--- src/rtl/aux_tmo_pkg.sv ---
package aux_tmo_pkg;

    parameter int unsigned TMO_LEN_W = 7;
    parameter int unsigned TMO_MUL_W = 2;

    typedef struct packed {
        logic [TMO_MUL_W-1:0] mul;
        logic [TMO_LEN_W-1:0] len;
    } tmo_field_t;

endpackage

--- src/rtl/aux_tmo_encode.sv ---
module aux_tmo_encode
    import aux_tmo_pkg::*;
#(
    parameter int unsigned US_W       = 16,
    parameter int unsigned BASE_SHIFT = 3,
    parameter int unsigned DEF_LEN    = 69
) (
    input  logic [US_W-1:0] us_i,
    output tmo_field_t      fld_o
);
    localparam int unsigned LEN_MAX  = (1 << TMO_LEN_W) - 1;
    localparam int unsigned NUM_MUL  = 1 << TMO_MUL_W;
    localparam int unsigned SUM_W    = US_W + 1;

    logic [TMO_MUL_W-1:0] sel;
    logic [31:0]          thr;
    logic [SUM_W-1:0]     rounded;
    logic [SUM_W-1:0]     quot;
    int unsigned          shift;

    always_comb begin
        sel = TMO_MUL_W'(NUM_MUL - 1);
        thr = '0;
        // walk from the coarsest step down so the finest fitting step wins
        for (int m = NUM_MUL - 1; m >= 0; m--) begin
            thr = 32'(LEN_MAX) << (BASE_SHIFT + m);
            if (32'(us_i) <= thr) begin
                sel = TMO_MUL_W'(m);
            end
        end
        shift   = BASE_SHIFT + 32'(sel);
        rounded = {1'b0, us_i} + SUM_W'((32'd1 << shift) - 32'd1);
        quot    = rounded >> shift;
        if (us_i == '0) begin
            fld_o.mul = '0;
            fld_o.len = TMO_LEN_W'(DEF_LEN);
        end else begin
            fld_o.mul = sel;
            fld_o.len = (quot > SUM_W'(LEN_MAX)) ? TMO_LEN_W'(LEN_MAX)
                                                 : quot[TMO_LEN_W-1:0];
        end
    end

endmodule

--- src/rtl/aux_tmo_decode.sv ---
module aux_tmo_decode
    import aux_tmo_pkg::*;
#(
    parameter int unsigned BASE_SHIFT = 3,
    parameter int unsigned DEF_LEN    = 69,
    parameter int unsigned MUL_CODES  = 4,
    parameter int unsigned OUT_W      = 13
) (
    input  tmo_field_t       fld_i,
    output logic [OUT_W-1:0] us_o
);
    always_comb begin
        if (32'(fld_i.mul) < MUL_CODES) begin
            us_o = OUT_W'(fld_i.len) << (BASE_SHIFT + 32'(fld_i.mul));
        end else begin
            // unknown code: report the default setting
            us_o = OUT_W'(DEF_LEN) << BASE_SHIFT;
        end
    end

endmodule

--- src/rtl/aux_tmo_timer.sv ---
module aux_tmo_timer
    import aux_tmo_pkg::*;
#(
    parameter int unsigned BASE_SHIFT = 3
) (
    input  logic       clk,
    input  logic       rst_n,
    input  logic       start_i,
    input  logic       stop_i,
    input  logic       tick_i,
    input  tmo_field_t fld_i,
    output logic       expired_o
);
    localparam int unsigned SUB_W = BASE_SHIFT + (1 << TMO_MUL_W) - 1;

    typedef struct packed {
        logic                 run;
        logic                 expired;
        tmo_field_t           fld;
        logic [SUB_W-1:0]     sub;
        logic [TMO_LEN_W-1:0] units;
    } tmr_state_t;

    tmr_state_t d, q;
    logic [SUB_W-1:0]     unit_last;
    logic [TMO_LEN_W-1:0] units_nx;

    always_comb begin
        d         = q;
        unit_last = SUB_W'((32'd1 << (BASE_SHIFT + 32'(q.fld.mul))) - 32'd1);
        units_nx  = q.units + TMO_LEN_W'(1);
        if (start_i) begin
            d.run     = 1'b1;
            d.expired = 1'b0;
            d.fld     = fld_i;
            d.sub     = '0;
            d.units   = '0;
        end else if (stop_i) begin
            d.run = 1'b0;
        end else if (q.run && tick_i) begin
            if (q.sub == unit_last) begin
                d.sub   = '0;
                d.units = units_nx;
                if (units_nx == q.fld.len) begin
                    d.run     = 1'b0;
                    d.expired = 1'b1;
                end
            end else begin
                d.sub = q.sub + SUB_W'(1);
            end
        end
    end

    always_ff @(posedge clk or negedge rst_n) begin
        if (!rst_n) begin
            q <= '0;
        end else begin
            q <= d;
        end
    end

    assign expired_o = q.expired;


    expire_from_run_chk: assert property (@(posedge clk) disable iff (!rst_n)
        $rose(q.expired) |-> $past(q.run));


    unit_bound_chk: assert property (@(posedge clk) disable iff (!rst_n)
        q.run |-> (q.units < q.fld.len));


    stop_ends_chk: assert property (@(posedge clk) disable iff (!rst_n)
        (stop_i && !start_i) |=> (!q.run && !$rose(q.expired)));


    start_clear_chk: assert property (@(posedge clk) disable iff (!rst_n)
        start_i |=> (q.run && !q.expired));

endmodule

--- src/rtl/aux_reply_timer.sv ---
module aux_reply_timer
    import aux_tmo_pkg::*;
#(
    parameter int unsigned US_W       = 16,
    parameter int unsigned BASE_SHIFT = 3,
    parameter int unsigned DEF_LEN    = 69,
    parameter int unsigned MUL_CODES  = 4,
    localparam int unsigned PREV_W    = TMO_LEN_W + BASE_SHIFT + (1 << TMO_MUL_W) - 1
) (
    input  logic                 clk,
    input  logic                 rst_n,
    input  logic                 prog_i,
    input  logic [US_W-1:0]      tmo_us_i,
    input  logic                 start_i,
    input  logic                 stop_i,
    input  logic                 us_tick_i,
    output logic [TMO_LEN_W-1:0] length_o,
    output logic [TMO_MUL_W-1:0] mult_o,
    output logic [PREV_W-1:0]    prev_us_o,
    output logic                 expired_o
);
    typedef struct packed {
        tmo_field_t cur;
        tmo_field_t prev;
    } cfg_state_t;

    cfg_state_t d, q;
    tmo_field_t enc_fld;
    tmo_field_t def_fld;

    assign def_fld = '{mul: '0, len: TMO_LEN_W'(DEF_LEN)};

    aux_tmo_encode #(
        .US_W      (US_W),
        .BASE_SHIFT(BASE_SHIFT),
        .DEF_LEN   (DEF_LEN)
    ) i_encode (
        .us_i (tmo_us_i),
        .fld_o(enc_fld)
    );

    always_comb begin
        d = q;
        if (prog_i) begin
            d.prev = q.cur;
            d.cur  = enc_fld;
        end
    end

    always_ff @(posedge clk or negedge rst_n) begin
        if (!rst_n) begin
            q <= '{cur: def_fld, prev: def_fld};
        end else begin
            q <= d;
        end
    end

    aux_tmo_decode #(
        .BASE_SHIFT(BASE_SHIFT),
        .DEF_LEN   (DEF_LEN),
        .MUL_CODES (MUL_CODES),
        .OUT_W     (PREV_W)
    ) i_decode (
        .fld_i(q.prev),
        .us_o (prev_us_o)
    );

    aux_tmo_timer #(
        .BASE_SHIFT(BASE_SHIFT)
    ) i_timer (
        .clk      (clk),
        .rst_n    (rst_n),
        .start_i  (start_i),
        .stop_i   (stop_i),
        .tick_i   (us_tick_i),
        .fld_i    (q.cur),
        .expired_o(expired_o)
    );

    assign length_o = q.cur.len;
    assign mult_o   = q.cur.mul;


    nonzero_len_chk: assert property (@(posedge clk) disable iff (!rst_n)
        length_o != '0);


    hold_fields_chk: assert property (@(posedge clk) disable iff (!rst_n)
        !prog_i |=> ($stable(length_o) && $stable(mult_o)));

endmodule

--- config.mk ---
export PLATFORM = sky130hd
export DESIGN_NAME = aux_reply_timer
export DESIGN_NICKNAME = d
export VERILOG_FILES = /design/src/rtl/aux_tmo_pkg.sv /design/src/rtl/aux_tmo_encode.sv /design/src/rtl/aux_tmo_decode.sv /design/src/rtl/aux_tmo_timer.sv /design/src/rtl/aux_reply_timer.sv
export SDC_FILE = /design/constraint.sdc
export NUM_CORES = 1
export LEC_CHECK = 0
export BUFFER_PORTS_ARGS = -buffer_cell sky130_fd_sc_hd__buf_2
export CAP_MARGIN = 40
export CORE_MARGIN = 2
export CORE_UTILIZATION = 60
export CTS_CLUSTER_SIZE = 16
export DETAILED_ROUTE_END_ITERATION = 6
export PLACE_DENSITY = 0.82
export SETUP_SLACK_MARGIN = 0.2
export SLEW_MARGIN = 15
export SYNTH_ARGS = -nofsm -noshare
export SYNTH_HDL_FRONTEND = slang
export SYNTH_SLANG_ARGS = --single-unit
--- constraint.sdc ---
create_clock -name clk -period 2.5 [get_ports clk]
set_clock_uncertainty 0.2 [all_clocks]
set_input_delay 0 -clock clk [delete_from_list [all_inputs] [get_ports clk]]
set_output_delay 0 -clock clk [all_outputs]
set_load 0.03 [all_outputs]
==> qor_table.md <==
| Metric | Reported |
| --- | --- |
| Number of endpoints failing setup at the final stage | 9 |
| Fraction of synthesized area in multiplexers | 0.0906 |
| Worst slew margin | 0.580 |
| Wirelength per Cell | 21.1 um |
| Sequential cell area fraction in the yosys report | 0.279 |
| Final period demand of the worst path | 3.61 ns |
| GRT Util Overall | 0.349 |
| Post-layout utilization of the core | 0.916 |
| Grt total ovfl | 0 |
| Count of cell types in the netlist | 67 |
| I/O pin total | 45 |
| Violated checks | setup timing |
| Met1 usage in global routing | 0.375 |
| Max-cap violations | 0 |
| Transition time at the pin with the least slew margin | 0.627 ns |
| Cell occurring most often along the worst timing path | sky130_fd_sc_hd__ha_4 |
| Total iterations of the first detailed-routing run | 7 |
| Global-route wire length before repair | 19700 um |
| Fraction of the cycle the final worst path needs | 1.45 |
| Number of placement rows | 28 |
| Net switching power | 1.03 mW |
| Highest Clock Rate | 0.277 GHz |
| Areal power density over the cells | 482 nW/um^2 |
| Post-detail-place hpwl | 8090 um |
| Flops & latches, synth | 42 |
| Number of warnings issued by yosys | 0 |
| Compound-cell area share of the yosys netlist | 0.189 |
| Antenna violations before repair | 0 |
| Clock tree from TritonCTS | yes |
| Post-CTS clock slew at the launch and capture registers of the worst setup and hold paths | 0.07 ns |
| Area occupied by multi-input gates | 2910 sq um |
| Area enclosed by the die boundary | 6980 sq um |
| Gpl congestion | 0.885 |
| Synth Area per Inst | 8.44 sq um |
| Final hold violation count | 0 |
| Run status | complete, but fails checks |
| DP Cell Count | 632 |
| Series of cell instances along the critical path | buf_8 > inv_4 > ha_4 > or3b_4 > nor3b_4 > mux2i_4 > o21ai_4 > nand2_4 > ha_4 > inv_4 > ha_4 > nand3_2 > a221o_2 > o211ai_4 > xnor2_2 > o2111a_1 > and4_4 > a21o_1 > o311ai_2 |
| Die H | 83.5 um |
| Total stage count of the critical path | 19 |
| Initial core utilization | 0.630 |
| Cell at the root of the clock tree | sky130_fd_sc_hd__clkbuf_8 |
| Vias in the first global route | 4196 |
| Number of routed nets with antenna violations | 0 |
| Number of enable flip-flop cells after synthesis | 0 |
| Vias per cell | 6.62 |
| Peak supply drop | 555 uV |
| DRC errors left | 0 |
| Critical path arrival | 3.57 ns |
| Met3 track utilization from global routing | 0.0475 |
| Top fanout value on the critical path | 4 |
| Horiz. Die Dim | 83.5 um |
| Met2 Usage GRT | 0.659 |
| Combinational family with the most area after synthesis | simple AND/OR/NAND/NOR gates |
| Setup Crit Path Kind | input pin to flop |
| # H-tree levels | 2 |
| Worst Reg2Reg Path Length in Cells | 9 |
| FF+latch area | 1060 sq um |
| Detailed Route Iter0 Violations | 472 |
| Cell Area, Synth | 3800 sq um |
| Worst path slowest cell | sky130_fd_sc_hd__or3b_4 |
| Share of post-route cells with drive strength above 1 | 0.420 |
| Part of the power in the clock network | 0.212 |
| Vias | 4423 |
| Final-layout setup total negative slack | -7.51 ns |
| Number of cells produced by synthesis | 450 |
| Filler Cells Inserted | 228 |
| Fin worst setup slack | -1.11 ns |
| Worst Path Buf+Inv | 3 |
| Cell type group with the largest total delay on the critical path | compound AO/OA/AOI/OAI gates |
| Adder and majority gate portion of the synthesized area | 0.115 |
| Total Routed Length | 14100 um |
| Standard cell core area | 6030 sq um |
| Worst skew pair latency | 0.31 ns |
| NumNets Final | 649 |
| RSZ-0062 raised after global routing | yes |
| Power share of the sequential group | 0.304 |
| Proportion of power drawn by combinational gates | 0.484 |
| Predominant post-synthesis flop cell | sky130_fd_sc_hd__dfrtp_1 |
| Int Pwr | 1.63 mW |
| Sort of element at the start of the critical path | input pin |
| Final cell count without fillers | 668 |
| Maximum buffer depth of the clock tree | 2 |
| Number of port buffers | 44 |
| Number of cells traversed by the worst hold path | 6 |
| Most Crowded Layer GR | met2 |
| XOR/XNOR Fraction of Synth Area | 0.0577 |
| Number of diodes | 0 |
| Leakage component of the power | 2.46 nW |
| Total number of clock tree sinks | 42 |
| Critical Path Max Stage Delay | 0.40 ns |
| Async set or reset register ratio after synthesis | 1.00 |
| Final number of max-transition violations | 0 |
| Pin count of the biggest net entering global routing | 26 |
| Kind of capture point of the worst setup path | flop |
| Total power | 2.66 mW |
| Worst hold path type | input pin to flop |
| Area fraction in and, or, nand and nor cells after synthesis | 0.213 |
| Area delta synth->final | 45.4% |
| Number of buffers added by the clock tree synthesis step | 5 |
| Required time worst endpoint | 2.45 ns |
| Switching power share of the total | 0.386 |
[cell usage after synthesis (4+ instances only)]
| cell | count | area share |
|---|---|---|
| sky130_fd_sc_hd__inv_1 | 39 | 0.039 |
| sky130_fd_sc_hd__nor2_1 | 39 | 0.039 |
| sky130_fd_sc_hd__nand2_1 | 37 | 0.037 |
| sky130_fd_sc_hd__dfrtp_1 | 36 | 0.24 |
| sky130_fd_sc_hd__ha_1 | 35 | 0.12 |
| sky130_fd_sc_hd__a21oi_1 | 27 | 0.036 |
| sky130_fd_sc_hd__o21ai_0 | 22 | 0.029 |
| sky130_fd_sc_hd__mux2_2 | 19 | 0.056 |
| sky130_fd_sc_hd__xnor2_1 | 17 | 0.039 |
| sky130_fd_sc_hd__clkbuf_1 | 13 | 0.013 |
| sky130_fd_sc_hd__mux2i_1 | 13 | 0.034 |
| sky130_fd_sc_hd__nor3_1 | 12 | 0.016 |
| sky130_fd_sc_hd__nand3_1 | 11 | 0.015 |
| sky130_fd_sc_hd__nor2b_1 | 10 | 0.016 |
| sky130_fd_sc_hd__nand4_1 | 9 | 0.015 |
| sky130_fd_sc_hd__xor2_1 | 8 | 0.018 |
| sky130_fd_sc_hd__and2_1 | 7 | 0.012 |
| sky130_fd_sc_hd__o31ai_1 | 7 | 0.014 |
| sky130_fd_sc_hd__and3_1 | 6 | 0.0099 |
| sky130_fd_sc_hd__dfstp_2 | 6 | 0.042 |
| sky130_fd_sc_hd__nor3b_1 | 6 | 0.012 |
| sky130_fd_sc_hd__or3_1 | 5 | 0.0082 |
| sky130_fd_sc_hd__a211oi_1 | 4 | 0.0079 |
| sky130_fd_sc_hd__a21o_1 | 4 | 0.0079 |
| sky130_fd_sc_hd__nor4_1 | 4 | 0.0066 |
[per-layer routing]
metal | share of wire | vias up
met3 | 0.081 | 109
li1 | - | 1892
met2 | 0.51 | 352
met5 | 0 | -
met4 | 0.072 | 0
met1 | 0.34 | 2070
[path summary, 6_finish.rpt]
check	startpoint	end	slack, ns
min in group asynchronous	rst_n	q[8]$_DFFE_PN0P_	0.46
worst max-delay path	tmo_us_i[1]	length_o[5]$_DFFE_PN0P_	-1.11
worst min register to register	length_o[2]$_DFFE_PN1P_	length_o[2]$_DFFE_PN1P_	0.36
max in group asynchronous	rst_n	i_timer.q[21]$_DFFE_PN0P_	0.43
worst min-delay path	tmo_us_i[0]	length_o[6]$_DFFE_PN1P_	0.19
worst max register to register	i_timer.q[0]$_DFFE_PN0P_	i_timer.expired_o$_DFFE_PN0P_	-0.05
[power groups by stage]
stage | clock (mW) | combinational [mW] | sequential [mW]
after global placement | 0 | 0.990 | 0.802
after detailed placement | 0 | 1.03 | 0.808
final | 0.565 | 1.29 | 0.809
after CTS | 0.553 | 1.13 | 0.797
after global routing | 0.586 | 1.36 | 0.811
after floorplan | 0 | 0.641 | 0.818
[what timing repair did]
action / 4_1_cts / 5_1_grt
endpoints found under the setup margin: 17 / 19
buffers inserted: 12 / 9
resized for setup: 47 / 47
hold endpoints to repair: 56 / 0
pin swaps: 38 / 27
hold buffers: 7 / 0
[cell usage in the layout, fill, tap and decap left out, types with 6 or more instances in the layout]
| master | count |
|---|---|
| sky130_fd_sc_hd__nor2_1 | 36 |
| sky130_fd_sc_hd__nor3_1 | 10 |
| sky130_fd_sc_hd__nand3_1 | 9 |
| sky130_fd_sc_hd__ha_4 | 12 |
| sky130_fd_sc_hd__buf_4 | 95 |
| sky130_fd_sc_hd__xnor2_1 | 15 |
| sky130_fd_sc_hd__dlygate4sd3_1 | 7 |
| sky130_fd_sc_hd__nor2b_1 | 9 |
| sky130_fd_sc_hd__inv_1 | 25 |
| sky130_fd_sc_hd__buf_6 | 8 |
| sky130_fd_sc_hd__and2_1 | 6 |
| sky130_fd_sc_hd__o21ai_0 | 18 |
| sky130_fd_sc_hd__buf_2 | 34 |
| sky130_fd_sc_hd__nand4_1 | 9 |
| sky130_fd_sc_hd__xor2_1 | 7 |
| sky130_fd_sc_hd__mux2i_1 | 10 |
| sky130_fd_sc_hd__dfrtp_1 | 35 |
| sky130_fd_sc_hd__nand2_1 | 35 |
| sky130_fd_sc_hd__clkbuf_8 | 6 |
| sky130_fd_sc_hd__ha_1 | 23 |
| sky130_fd_sc_hd__inv_4 | 7 |
| sky130_fd_sc_hd__mux2_2 | 18 |
| sky130_fd_sc_hd__dfstp_2 | 6 |
| sky130_fd_sc_hd__a21oi_1 | 24 |
[area by class of cell]
| cell class | instances | area share |
|---|---|---|
| inverters | 39 | 0.0329 |
| clock inverters | 1 | 0.00544 |
| flip-flops and latches | 42 | 0.192 |
| multi-input cells | 354 | 0.528 |
| well taps | 75 | 0.0170 |
| repair buffers | 150 | 0.209 |
| clock buffers | 7 | 0.0156 |
[kinds of logic after synthesis]
kind of cell / count (synthesis)
compound gates: 101
fa+ha+maj: 35
xor+xnor: 25
buf+inv: 55
mux: 32
simple gates: 159
other cells: 1
flops: 42
[worst min-delay path: cells and delay by family]
kind,cells,cell delay [ns]
compound gates,1,0.15
simple gates,4,0.43
buf+inv,1,0.10
[registers in the layout (all words and copies together) (netlist names)]
register           cells
i_timer.expired_o      1
i_timer.q             23
length_o               7
mult_o                 2
q                      9
[stage by stage]
step / setup slack [ns] / cell area [sq um] / hold slack (ns)
global route: -1.25 / 5520 / 0.253
finish: -1.11 / 5520 / 0.192
global placement: -1.37 / 4740 / -0.0406
floorplan: -1.31 / 3920 / -0.496
CTS: -0.977 / 5270 / 0.161
detailed placement: -1.53 / 4770 / -0.219
No activity file was read; power rests on OpenSTA's default activity.
